File: src/rtl/fls_pkg.sv
`timescale 1ns/1ps
package fls_pkg;
  // System-level trip sources; their position above the phase bits in the
  // indicator vector is decoded by the annunciation logic.
  localparam int unsigned SYS_SRC = 3;
  typedef enum logic [1:0] {
    SYS_OV = 2'd0,
    SYS_OT = 2'd1,
    SYS_UV = 2'd2
  } sys_src_e;

  function automatic int unsigned lamp_count(input int unsigned n_phase);
    return n_phase + SYS_SRC;
  endfunction
endpackage

File: src/rtl/fls_persist_qual.sv
`timescale 1ns/1ps
// Persistence qualifier with arming delay for a slow trip flag.
module fls_persist_qual #(
  parameter int unsigned QUAL_CYC = 200000,
  parameter int unsigned ARM_CYC  = 400000
) (
  input  logic clk_i,
  input  logic rst_ni,
  input  logic flag_i,
  output logic fire_o,
  output logic busy_o
);
  localparam int unsigned CW = $clog2(QUAL_CYC + 1);
  localparam int unsigned DW = $clog2(ARM_CYC + 1);
  localparam logic [CW-1:0] RUN_MAX  = CW'(QUAL_CYC);
  localparam logic [DW-1:0] DLY_LAST = DW'(ARM_CYC - 1);

  logic [CW-1:0] run_q, run_d;
  logic [DW-1:0] dly_q, dly_d;
  logic          pend_q, pend_d;
  logic          run_en, arm_en, accept;

  always_comb begin
    accept = flag_i && (run_q == RUN_MAX) && !pend_q;
    fire_o = pend_q && (dly_q == DLY_LAST);
    busy_o = pend_q;

    run_en = flag_i ? (run_q != RUN_MAX) : (run_q != '0);
    run_d  = flag_i ? run_q + 1'b1 : '0;

    arm_en = accept || pend_q;
    pend_d = pend_q;
    dly_d  = dly_q;
    if (accept) begin
      pend_d = 1'b1;
      dly_d  = '0;
    end else if (fire_o) begin
      pend_d = 1'b0;
      dly_d  = '0;
    end else begin
      dly_d  = dly_q + 1'b1;
    end
  end

  always_ff @(posedge clk_i or negedge rst_ni) begin
    if (!rst_ni) begin
      run_q <= '0;
    end else if (run_en) begin
      run_q <= run_d;
    end
  end

  always_ff @(posedge clk_i or negedge rst_ni) begin
    if (!rst_ni) begin
      pend_q <= 1'b0;
      dly_q  <= '0;
    end else if (arm_en) begin
      pend_q <= pend_d;
      dly_q  <= dly_d;
    end
  end

  // a dropped flag restarts the run and cannot start an arming delay
  p_drop_restarts_r5: assert property (@(posedge clk_i) disable iff (!rst_ni)
    !flag_i |=> (run_q == '0) && !$rose(pend_q))
    else $error("R5 qualifier advanced on a low flag");

  // acceptance only ever follows a high flag sample
  p_accept_on_flag_r4: assert property (@(posedge clk_i) disable iff (!rst_ni)
    $rose(pend_q) |-> $past(flag_i))
    else $error("R4 accepted without flag");
endmodule

File: src/rtl/fls_quiet_timer.sv
`timescale 1ns/1ps
// Counts consecutive edges with every command low; saturates at QUIET_CYC.
module fls_quiet_timer #(
  parameter int unsigned N_CMD     = 6,
  parameter int unsigned QUIET_CYC = 1600000
) (
  input  logic             clk_i,
  input  logic             rst_ni,
  input  logic [N_CMD-1:0] pwm_i,
  output logic             quiet_o
);
  localparam int unsigned QW = $clog2(QUIET_CYC + 1);
  localparam logic [QW-1:0] QUIET_MAX = QW'(QUIET_CYC);

  logic [QW-1:0] low_q, low_d;
  logic          low_en, any_high;

  always_comb begin
    any_high = |pwm_i;
    low_en   = any_high ? (low_q != '0) : (low_q != QUIET_MAX);
    low_d    = any_high ? '0 : low_q + 1'b1;
    quiet_o  = (low_q == QUIET_MAX) && !any_high;
  end

  always_ff @(posedge clk_i or negedge rst_ni) begin
    if (!rst_ni) begin
      low_q <= '0;
    end else if (low_en) begin
      low_q <= low_d;
    end
  end

  // one high command forbids release on the following cycle
  p_high_restarts_r10: assert property (@(posedge clk_i) disable iff (!rst_ni)
    any_high |=> !quiet_o)
    else $error("R10 quiet window survived a high command");

  // the window can only be complete after a low sample
  p_quiet_after_low_r8: assert property (@(posedge clk_i) disable iff (!rst_ni)
    quiet_o |-> $past(!any_high))
    else $error("R8 quiet reported after a high sample");
endmodule

File: src/rtl/fls_lamp_bank.sv
`timescale 1ns/1ps
// Sticky per-source indicators with a common clear; set wins over clear.
module fls_lamp_bank #(
  parameter int unsigned W = 6
) (
  input  logic         clk_i,
  input  logic         rst_ni,
  input  logic [W-1:0] set_i,
  input  logic         clr_i,
  output logic [W-1:0] lamp_o
);
  logic [W-1:0] lamp_q, lamp_d;
  logic         lamp_en;

  always_comb begin
    lamp_en = clr_i || (set_i != '0);
    lamp_d  = (clr_i ? '0 : lamp_q) | set_i;
    lamp_o  = lamp_q;
  end

  always_ff @(posedge clk_i or negedge rst_ni) begin
    if (!rst_ni) begin
      lamp_q <= '0;
    end else if (lamp_en) begin
      lamp_q <= lamp_d;
    end
  end

  // without a clear no lit indicator goes dark
  p_sticky_r7: assert property (@(posedge clk_i) disable iff (!rst_ni)
    !clr_i |=> ((lamp_q & $past(lamp_q)) == $past(lamp_q)))
    else $error("R7 indicator lost without release");

  // every requested source is lit on the next cycle
  p_set_lights_r2: assert property (@(posedge clk_i) disable iff (!rst_ni)
    (set_i != '0) |=> ((lamp_q & $past(set_i)) == $past(set_i)))
    else $error("R2 indicator not lit");
endmodule

File: src/rtl/fault_latch_supervisor.sv
`timescale 1ns/1ps
module fault_latch_supervisor
  import fls_pkg::*;
#(
  parameter int unsigned N_PHASE   = 3,
  parameter int unsigned QUAL_CYC  = 200000,
  parameter int unsigned ARM_CYC   = 400000,
  parameter int unsigned QUIET_CYC = 1600000
) (
  input  logic                 clk_i,
  input  logic                 rst_ni,
  input  logic [2*N_PHASE-1:0] pwm_cmd_i,
  input  logic [N_PHASE-1:0]   oc_flag_i,
  input  logic [N_PHASE-1:0]   desat_flag_i,
  input  logic                 dc_ov_flag_i,
  input  logic                 over_temp_flag_i,
  input  logic                 logic_uv_flag_i,
  output logic                 gate_inhibit_o,
  output logic [N_PHASE-1:0]   lamp_phase_o,
  output logic                 lamp_ov_o,
  output logic                 lamp_ot_o,
  output logic                 lamp_uv_o,
  output logic [N_PHASE-1:0]   phase_alarm_o,
  output logic                 sys_alarm_o
);
  localparam int unsigned N_CMD  = 2 * N_PHASE;
  localparam int unsigned N_LAMP = lamp_count(N_PHASE);
  localparam int unsigned N_SLOW = 2;
  localparam int unsigned IX_OV  = N_PHASE + int'(SYS_OV);
  localparam int unsigned IX_OT  = N_PHASE + int'(SYS_OT);
  localparam int unsigned IX_UV  = N_PHASE + int'(SYS_UV);

  // reset: asynchronous assert, synchronous release
  logic [1:0] rst_sync_q;
  logic       rst_n;
  always_ff @(posedge clk_i or negedge rst_ni) begin
    if (!rst_ni) rst_sync_q <= 2'b00;
    else         rst_sync_q <= {rst_sync_q[0], 1'b1};
  end
  assign rst_n = rst_sync_q[1];

  logic [N_SLOW-1:0] slow_flag, slow_fire, slow_busy;
  logic [N_LAMP-1:0] lamp_set, lamp;
  logic              quiet, cause, release_ok;

  assign slow_flag = {over_temp_flag_i, dc_ov_flag_i};

  for (genvar g = 0; g < N_SLOW; g++) begin : g_slow
    fls_persist_qual #(
      .QUAL_CYC (QUAL_CYC),
      .ARM_CYC  (ARM_CYC)
    ) u_qual (
      .clk_i  (clk_i),
      .rst_ni (rst_n),
      .flag_i (slow_flag[g]),
      .fire_o (slow_fire[g]),
      .busy_o (slow_busy[g])
    );
  end

  fls_quiet_timer #(
    .N_CMD     (N_CMD),
    .QUIET_CYC (QUIET_CYC)
  ) u_quiet (
    .clk_i   (clk_i),
    .rst_ni  (rst_n),
    .pwm_i   (pwm_cmd_i),
    .quiet_o (quiet)
  );

  always_comb begin
    lamp_set               = '0;
    lamp_set[N_PHASE-1:0]  = oc_flag_i | desat_flag_i;
    lamp_set[IX_OV]        = slow_fire[0];
    lamp_set[IX_OT]        = slow_fire[1];
    lamp_set[IX_UV]        = logic_uv_flag_i;
    cause      = (|oc_flag_i) || (|desat_flag_i) || logic_uv_flag_i ||
                 (|slow_flag) || (|slow_busy);
    release_ok = quiet && !cause;
  end

  fls_lamp_bank #(
    .W (N_LAMP)
  ) u_lamps (
    .clk_i  (clk_i),
    .rst_ni (rst_n),
    .set_i  (lamp_set),
    .clr_i  (release_ok),
    .lamp_o (lamp)
  );

  always_comb begin
    lamp_phase_o   = lamp[N_PHASE-1:0];
    lamp_ov_o      = lamp[IX_OV];
    lamp_ot_o      = lamp[IX_OT];
    lamp_uv_o      = lamp[IX_UV];
    gate_inhibit_o = |lamp;
    phase_alarm_o  = lamp[N_PHASE-1:0];
    sys_alarm_o    = lamp[IX_OV] | lamp[IX_OT] | lamp[IX_UV];
  end

  // fast trips inhibit on the next edge
  p_fast_trip_r2: assert property (@(posedge clk_i) disable iff (!rst_n)
    ((|oc_flag_i) || (|desat_flag_i) || logic_uv_flag_i) |=> gate_inhibit_o)
    else $error("R2 fast trip missed");

  // an armed slow trip inhibits on the next edge
  p_slow_trip_r4: assert property (@(posedge clk_i) disable iff (!rst_n)
    (|slow_fire) |=> gate_inhibit_o)
    else $error("R4 slow trip missed");

  // release only follows an all-low command sample
  p_release_low_r8: assert property (@(posedge clk_i) disable iff (!rst_n)
    $fell(gate_inhibit_o) |-> $past(pwm_cmd_i == '0))
    else $error("R8 release with a command high");

  // release only follows a cause-free sample
  p_release_clean_r9: assert property (@(posedge clk_i) disable iff (!rst_n)
    $fell(gate_inhibit_o) |-> $past(!((|oc_flag_i) || (|desat_flag_i) ||
      logic_uv_flag_i || dc_ov_flag_i || over_temp_flag_i)))
    else $error("R9 release with a cause present");
endmodule

File: config.mk
export PLATFORM = sky130hd
export DESIGN_NAME = fault_latch_supervisor
export DESIGN_NICKNAME = d
export VERILOG_FILES = /design/src/rtl/fls_pkg.sv /design/src/rtl/fls_persist_qual.sv /design/src/rtl/fls_quiet_timer.sv /design/src/rtl/fls_lamp_bank.sv /design/src/rtl/fault_latch_supervisor.sv
export SDC_FILE = /design/constraint.sdc
export NUM_CORES = 1
export LEC_CHECK = 0
export BUFFER_PORTS_ARGS = -buffer_cell sky130_fd_sc_hd__buf_2
export CORE_MARGIN = 8
export CORE_UTILIZATION = 39
export CTS_BUF_LIST = sky130_fd_sc_hd__clkbuf_8
export CTS_CLUSTER_DIAMETER = 80
export DETAILED_ROUTE_END_ITERATION = 12
export SLEW_MARGIN = 30
export SYNTH_ARGS = -nofsm -noshare
export SYNTH_HDL_FRONTEND = slang
export SYNTH_SLANG_ARGS = --single-unit
File: constraint.sdc
create_clock -name clk_i -period 4.78 [get_ports clk_i]
set_clock_uncertainty 0.2 [all_clocks]
set_input_delay 0.239 -clock clk_i [delete_from_list [all_inputs] [get_ports clk_i]]
set_output_delay 0.239 -clock clk_i [all_outputs]
set_load 0.05 [all_outputs]
==> flow_summary.json, run 1 <==
{
  "period_share": 0.636,
  "hold_path_class": "in2reg",
  "switchingPower_mw": 0.508,
  "final_nets": 654,
  "clockBufferDepth": 2,
  "area_delta_synth_final_pct": 12.2,
  "pwr-share-seq": 0.533,
  "wl_met1_um": 5640,
  "fp.coreArea_um2": 13900,
  "worst_ir_drop_vdd_mv": 0.129,
  "rows": 43,
  "initial_core_util": 0.400,
  "dr.max_layer_used": "met4",
  "cpMaxStageDelayCell": "or4_4",
  "setup_viol": 0,
  "viasPerCell": 5.59,
  "cts_num_sinks": 105,
  "dieWidth_um": 135,
  "ios": 28,
  "drv_slew": 0,
  "dp.cells": 783,
  "wl_met2_um": 5790,
  "worstPathArrival_ps": 3120,
  "outcome": "finished, final reports clean",
  "rsz0062_at_grt": "no",
  "overflow": 0,
  "maxSlewHeadroom": 0.435,
  "internal-power_mw": 1.30,
  "fillers": 1347,
  "numCtsBuffers": 9,
  "synth.distinct_cells": 56,
  "max_stage_delay_ps": 560,
  "cp.required_ps": 4860,
  "n_antenna_cell": 0,
  "regToRegEndpoint": "u_lamps.lamp_o[1]",
  "cts.repair.resized": 0,
  "antenna_found_initial": 0,
  "io_buffer_count": 27,
  "utilization": 0.449,
  "p_per_area_nw_per_um2": 288,
  "drive_above_1_share": 0.104,
  "cp-start-kind": "primary input",
  "route.vias.total": 4552,
  "grt_pass1_wl_um": 21300,
  "combPwrFrac": 0.120,
  "dieArea_um2": 18400,
  "p_leak_nw": 2.57,
  "endpoint_kind": "flip-flop",
  "syn_inst": 596,
  "fmax_mhz": 329,
  "async_flop_share": 1.00,
  "syn-num-nets": 621,
  "synth-seq-area-share": 0.472,
  "synth_edf_count": 0,
  "met3WireLength_um": 441,
  "rrSetupSlack_ps": 1820,
  "synth_warnings": 0,
  "ant_nets": 0,
  "switching_share": 0.282,
  "routabilityCongestion": 0.782,
  "r2r_start": "u_quiet.low_q[0]",
  "drt-wirelength-per-cell_um": 14.8,
  "tightest_slew_ps": 841,
  "hpwlAfterDp_um": 8320,
  "wirelength_um": 12000,
  "hold_depth": 4,
  "clk_latency_ps": 390,
  "root_buffer": "clkbuf_8",
  "grt_pass1_vias": 4526,
  "synthFlopType": "dfrtp_1",
  "cts_max_level": 3,
  "drt_pass1_iterations": 4,
  "pwr-share-clk": 0.347,
  "maxCapViolCount": 0,
  "cts_tree": "done",
  "syn_avg_cell_area_um2": 9.34,
  "fin_total_pwr_mw": 1.80,
  "worst_hold_slack_ps": 34.1,
  "clk_pin_slew_ps": 110,
  "crit_type": "in2reg",
  "worstRegToRegCells": 8,
  "period_needed_ps": 3040,
  "cp_max_fo": 6,
  "grtUsageTotal": 0.141,
  "stdcell_count": 814,
  "synthesis.area_um2": 5570,
  "worstSetupEndpoint": "u_lamps.lamp_o[1]",
  "grt_max_degree": 54,
  "critPathLaunch": "pwm_cmd_i[2]",
  "finalHoldViolCount": 0,
  "fin_tns_setup_ps": 0,
  "synth_seq_cells": 105,
  "drc_errors": 0,
  "drt_iter0_markers": 265,
  "path_cells": "dlygate4sd3_1 > buf_2 > or4_4 > or4_4 > nor2_4 > nand4_4 > a211o_1 > dlygate4sd3_1",
  "die_y_um": 135,
  "postCtsSetupBuffers": 0
}
[placed cells by master (no fill, tap or decap), types with 18 or more instances in the layout]
cell,Yosys,final
nor2_1,65,65
dfrtp_1,105,104
xor2_1,22,22
a31oi_1,21,20
xnor2_1,30,30
nand3_1,42,42
nor3_1,18,18
a21oi_1,19,18
nand4_1,23,23
nand2_1,53,53
buf_2,3,27
o21ai_0,19,19
[layout make-up]
type	count	area (um2)	share of cell area
flip-flops and latches	105	2630	0.421
well taps	180	225	0.0360
inverters	16	60.1	0.00961
clock buffers	9	124	0.0198
repair buffers	46	315	0.0504
clock inverters	7	101	0.0162
multi-input cells	451	2790	0.447
[worst max-delay path, delay by kind of cell]
family	cells	cell delay, ps
AO/OA/AOI/OAI	1	340
AND/OR/NAND/NOR	4	1330
buffers and inverters	3	1220
[power groups by stage]
stage / registers (mW) / logic [mW] / clock network (mW)
final: 0.961 / 0.216 / 0.626
after global routing: 0.969 / 0.250 / 0.690
after CTS: 0.961 / 0.220 / 0.654
after detailed placement: 0.978 / 0.211 / 0
after global placement: 0.976 / 0.204 / 0
after floorplan: 0.971 / 0.156 / 0
[metrics by stage]
step | worst slack, ps | instance area, um2
finish | 1740 | 6250
global route | 1640 | 6250
CTS | 1790 | 6230
detailed placement | 1900 | 5860
global placement | 2030 | 5850
floorplan | 1440 | 5570
[worst min path at each step]
stage                       from                to  slack [ps]
floorplan                 rst_ni     rst_sync_q[0]        -260
global placement          rst_ni     rst_sync_q[0]        -180
detailed placement        rst_ni     rst_sync_q[0]        -170
CTS                 pwm_cmd_i[1]  u_quiet.low_q[0]           3
global route        pwm_cmd_i[3]  u_quiet.low_q[0]          40
finish              pwm_cmd_i[1]  u_quiet.low_q[0]          30
[cells in the mapped netlist, types with 4 or more instances]
cell | instances | area [um2]
nor4_1 | 17 | 106
buf_4 | 4 | 30.0
a22o_1 | 11 | 96.3
clkbuf_1 | 15 | 56.3
and3_1 | 13 | 81.3
a21oi_1 | 19 | 95.1
nand3_1 | 42 | 210
and4_1 | 7 | 61.3
nand4_1 | 23 | 144
dfrtp_1 | 105 | 2630
o22ai_1 | 4 | 25.0
xor2_1 | 22 | 193
ha_1 | 8 | 100
a21o_1 | 6 | 45.0
xnor2_1 | 30 | 263
nand2_1 | 53 | 199
a31oi_1 | 21 | 131
nor3_1 | 18 | 90.1
o21ai_0 | 19 | 95.1
or3_1 | 6 | 37.5
inv_1 | 16 | 60.1
nand2b_1 | 9 | 56.3
and2_1 | 5 | 31.3
nor2_1 | 65 | 244
[registers in the layout, summed over array words and instances, names as in the netlist]
signal and count:
g_slow.u_qual.dly_q 38, g_slow.u_qual.run_q 36, u_quiet.low_q 21, u_lamps.lamp_o 6, g_slow.u_qual.busy_o 2, rst_sync_q 2
[routing by layer]
layer | global-route usage | vias to the layer above
li1 | - | 2221
met1 | 0.176 | 2239
met2 | 0.234 | 79
met3 | 0.0323 | 13
met4 | 0.0506 | 0
met5 | 0 | -
[logic make-up after synthesis]
kind of cell / share of synthesized area
other cells: 0.000673
simple gates: 0.266
buf+inv: 0.0303
flops: 0.472
fa+ha+maj: 0.0180
xor+xnor: 0.0818
compound gates: 0.122
mux: 0.00966
[what timing repair did]
item	in CTS	in global routing
hold buffers	15	0
endpoints found under the setup margin	0	0
hold endpoints to repair	11	0
Power figures use the tool's default switching activity.
==> run 2: changes to the inputs <==
==> constraint.sdc (replaced) <==
create_clock -name clk_i -period 2.99 [get_ports clk_i]
set_clock_uncertainty 0.2 [all_clocks]
set_input_delay 0.1495 -clock clk_i [delete_from_list [all_inputs] [get_ports clk_i]]
set_output_delay 0.1495 -clock clk_i [all_outputs]
set_load 0.05 [all_outputs]
==> run 2 against run 1 <==
Net effect:
- via count is 0.11% higher
- total power is 51% higher
- wire length is 3.0% higher
- register-to-register slack worse by 1600 ps
- critical endpoint is now u_lamps.lamp_o[0]
==> flow_summary.json, run 2 (synthesized netlist as in run 1, its figures left out) <==
{
  "outcome": "finished, final reports clean",
  "grt_pass1_vias": 4449,
  "fmax_mhz": 349,
  "io_buffer_count": 27,
  "antenna_found_initial": 0,
  "pwr-share-clk": 0.300,
  "internal-power_mw": 1.93,
  "final_common_cell": "dfrtp_1",
  "clockBufferDepth": 2,
  "viasPerCell": 5.52,
  "period_share": 0.959,
  "route.vias.total": 4557,
  "fin_total_pwr_mw": 2.72,
  "finalHoldViolCount": 0,
  "fp.coreArea_um2": 13900,
  "critPathLaunch": "pwm_cmd_i[2]",
  "endpoint_kind": "flip-flop",
  "hold_start": "rst_sync_q[0]",
  "cts_num_sinks": 105,
  "worst_hold_slack_ps": 162,
  "worst_ir_drop_vdd_mv": 0.326,
  "drt_pass1_iterations": 4,
  "hpwlAfterDp_um": 8610,
  "largest_reg_flops": 38,
  "numCtsBuffers": 9,
  "drc_errors": 0,
  "hold_path_class": "reg2reg",
  "initial_core_util": 0.400,
  "maxCapViolCount": 0,
  "die_y_um": 135,
  "place_area_um2": 5900,
  "top_regs": "g_slow.u_qual.dly_q (38), g_slow.u_qual.run_q (36), u_quiet.low_q (21)",
  "wirelength_um": 12400,
  "dieArea_um2": 18400,
  "cts_tree": "done",
  "fin_ws_ps": 121,
  "cp.required_ps": 3070,
  "crit_type": "in2reg",
  "final_area_um2": 6310,
  "area_delta_synth_final_pct": 13.3,
  "drive_above_1_share": 0.111,
  "setup_viol": 0,
  "drv_slew": 0,
  "fillers": 1328,
  "root_buffer": "clkbuf_8",
  "rows": 43,
  "routabilityCongestion": 0.786,
  "final_nets": 666,
  "maxSlewHeadroom": 0.485,
  "clk_latency_ps": 380,
  "ant_nets": 0,
  "drt_iter0_markers": 286,
  "cp-start-kind": "primary input",
  "combPwrFrac": 0.136,
  "ios": 28,
  "pre_cts_ws_ps": 530,
  "top_register": "g_slow.u_qual.dly_q",
  "grtUsageTotal": 0.142,
  "clk_pin_slew_ps": 100,
  "period_needed_ps": 2870,
  "overflow": 0,
  "p_per_area_nw_per_um2": 432,
  "tightest_slew_ps": 772,
  "layout_common_cells": "dfrtp_1 (104), nor2_1 (65), nand2_1 (53)",
  "p_leak_nw": 2.60,
  "n_antenna_cell": 0,
  "pwr-share-seq": 0.564,
  "fin_tns_setup_ps": 0,
  "cp_max_fo": 5,
  "grt_pass1_wl_um": 21300,
  "switchingPower_mw": 0.796,
  "worstPathArrival_ps": 2950,
  "drt-wirelength-per-cell_um": 15.0,
  "grt_max_degree": 59,
  "rsz0062_at_grt": "no",
  "switching_share": 0.292,
  "cts_max_level": 3,
  "dieWidth_um": 135,
  "r2r_start": "u_quiet.low_q[0]"
}
-- run 2: changes by cell type in the layout (fill, tap and decap cells not counted), sizes merged --
| cell | delta |
|---|---|
| bufinv | -2 |
| buf | +7 |
| clkbuf | +1 |
| dlygate4sd3 | +5 |
| clkinvlp | +2 |
| clkinv | +1 |
| inv | -2 |
-- run 2: final cells by class --
class                           count  area [um2]  share of cell area
Sequential cell                   105        2630               0.417
Inverter                           16        60.1             0.00952
Clock inverter                      6        36.3             0.00575
Tap cell                          180         225              0.0357
Timing Repair Buffer               58         430              0.0682
Clock buffer                       10         138              0.0218
Multi-Input combinational cell    451        2790               0.442
-- run 2: final timing paths --
check | slack [ps] | endpoint | cells after the start
worst min-delay path | 160 | rst_sync_q[1] | 0
max in group asynchronous | 1670 | g_slow[0].u_qual.dly_q[4] | 1
worst min register to register | 160 | rst_sync_q[1] | 0
worst max register to register | 230 | u_lamps.lamp_o[0] | 8
worst max-delay path | 120 | u_lamps.lamp_o[0] | 8
min in group asynchronous | 210 | g_slow[1].u_qual.run_q[3] | 0
-- run 2: power groups by stage --
stage | clock network [mW] | logic (mW) | registers, mW
2_1_floorplan | 0 | 0.250 | 1.55
5_1_grt | 0.903 | 0.423 | 1.55
3_3_place_gp | 0 | 0.327 | 1.56
3_5_place_dp | 0 | 0.334 | 1.57
6_report | 0.817 | 0.370 | 1.54
4_1_cts | 0.852 | 0.350 | 1.54
-- run 2: per-layer routing --
metal,GRT usage,part of all wire
met4,0.0407,0.010
met2,0.223,0.46
met3,0.0378,0.036
met5,0,0
met1,0.189,0.49
-- run 2: critical path, stage by stage --
cell	delay (ps)
dlygate4sd3_1	530
buf_2	120
or4_4	420
or4_4	460
nor2_4	230
nand4_4	150
a211o_1	320
dlygate4sd3_1	550
-- run 2: what timing repair did --
item | CTS | global route
setup buffers | 0 | 2
hold endpoints to repair | 17 | 0
hold buffers | 20 | 0
resized for setup | 0 | 1
endpoints found under the setup margin | 0 | 6
-- run 2: per-stage QoR --
stage	utilization	std cells
finish	0.453	826
global route	0.453	826
CTS	0.451	824
detailed placement	0.424	788
global placement	0.424	788
floorplan	-	596
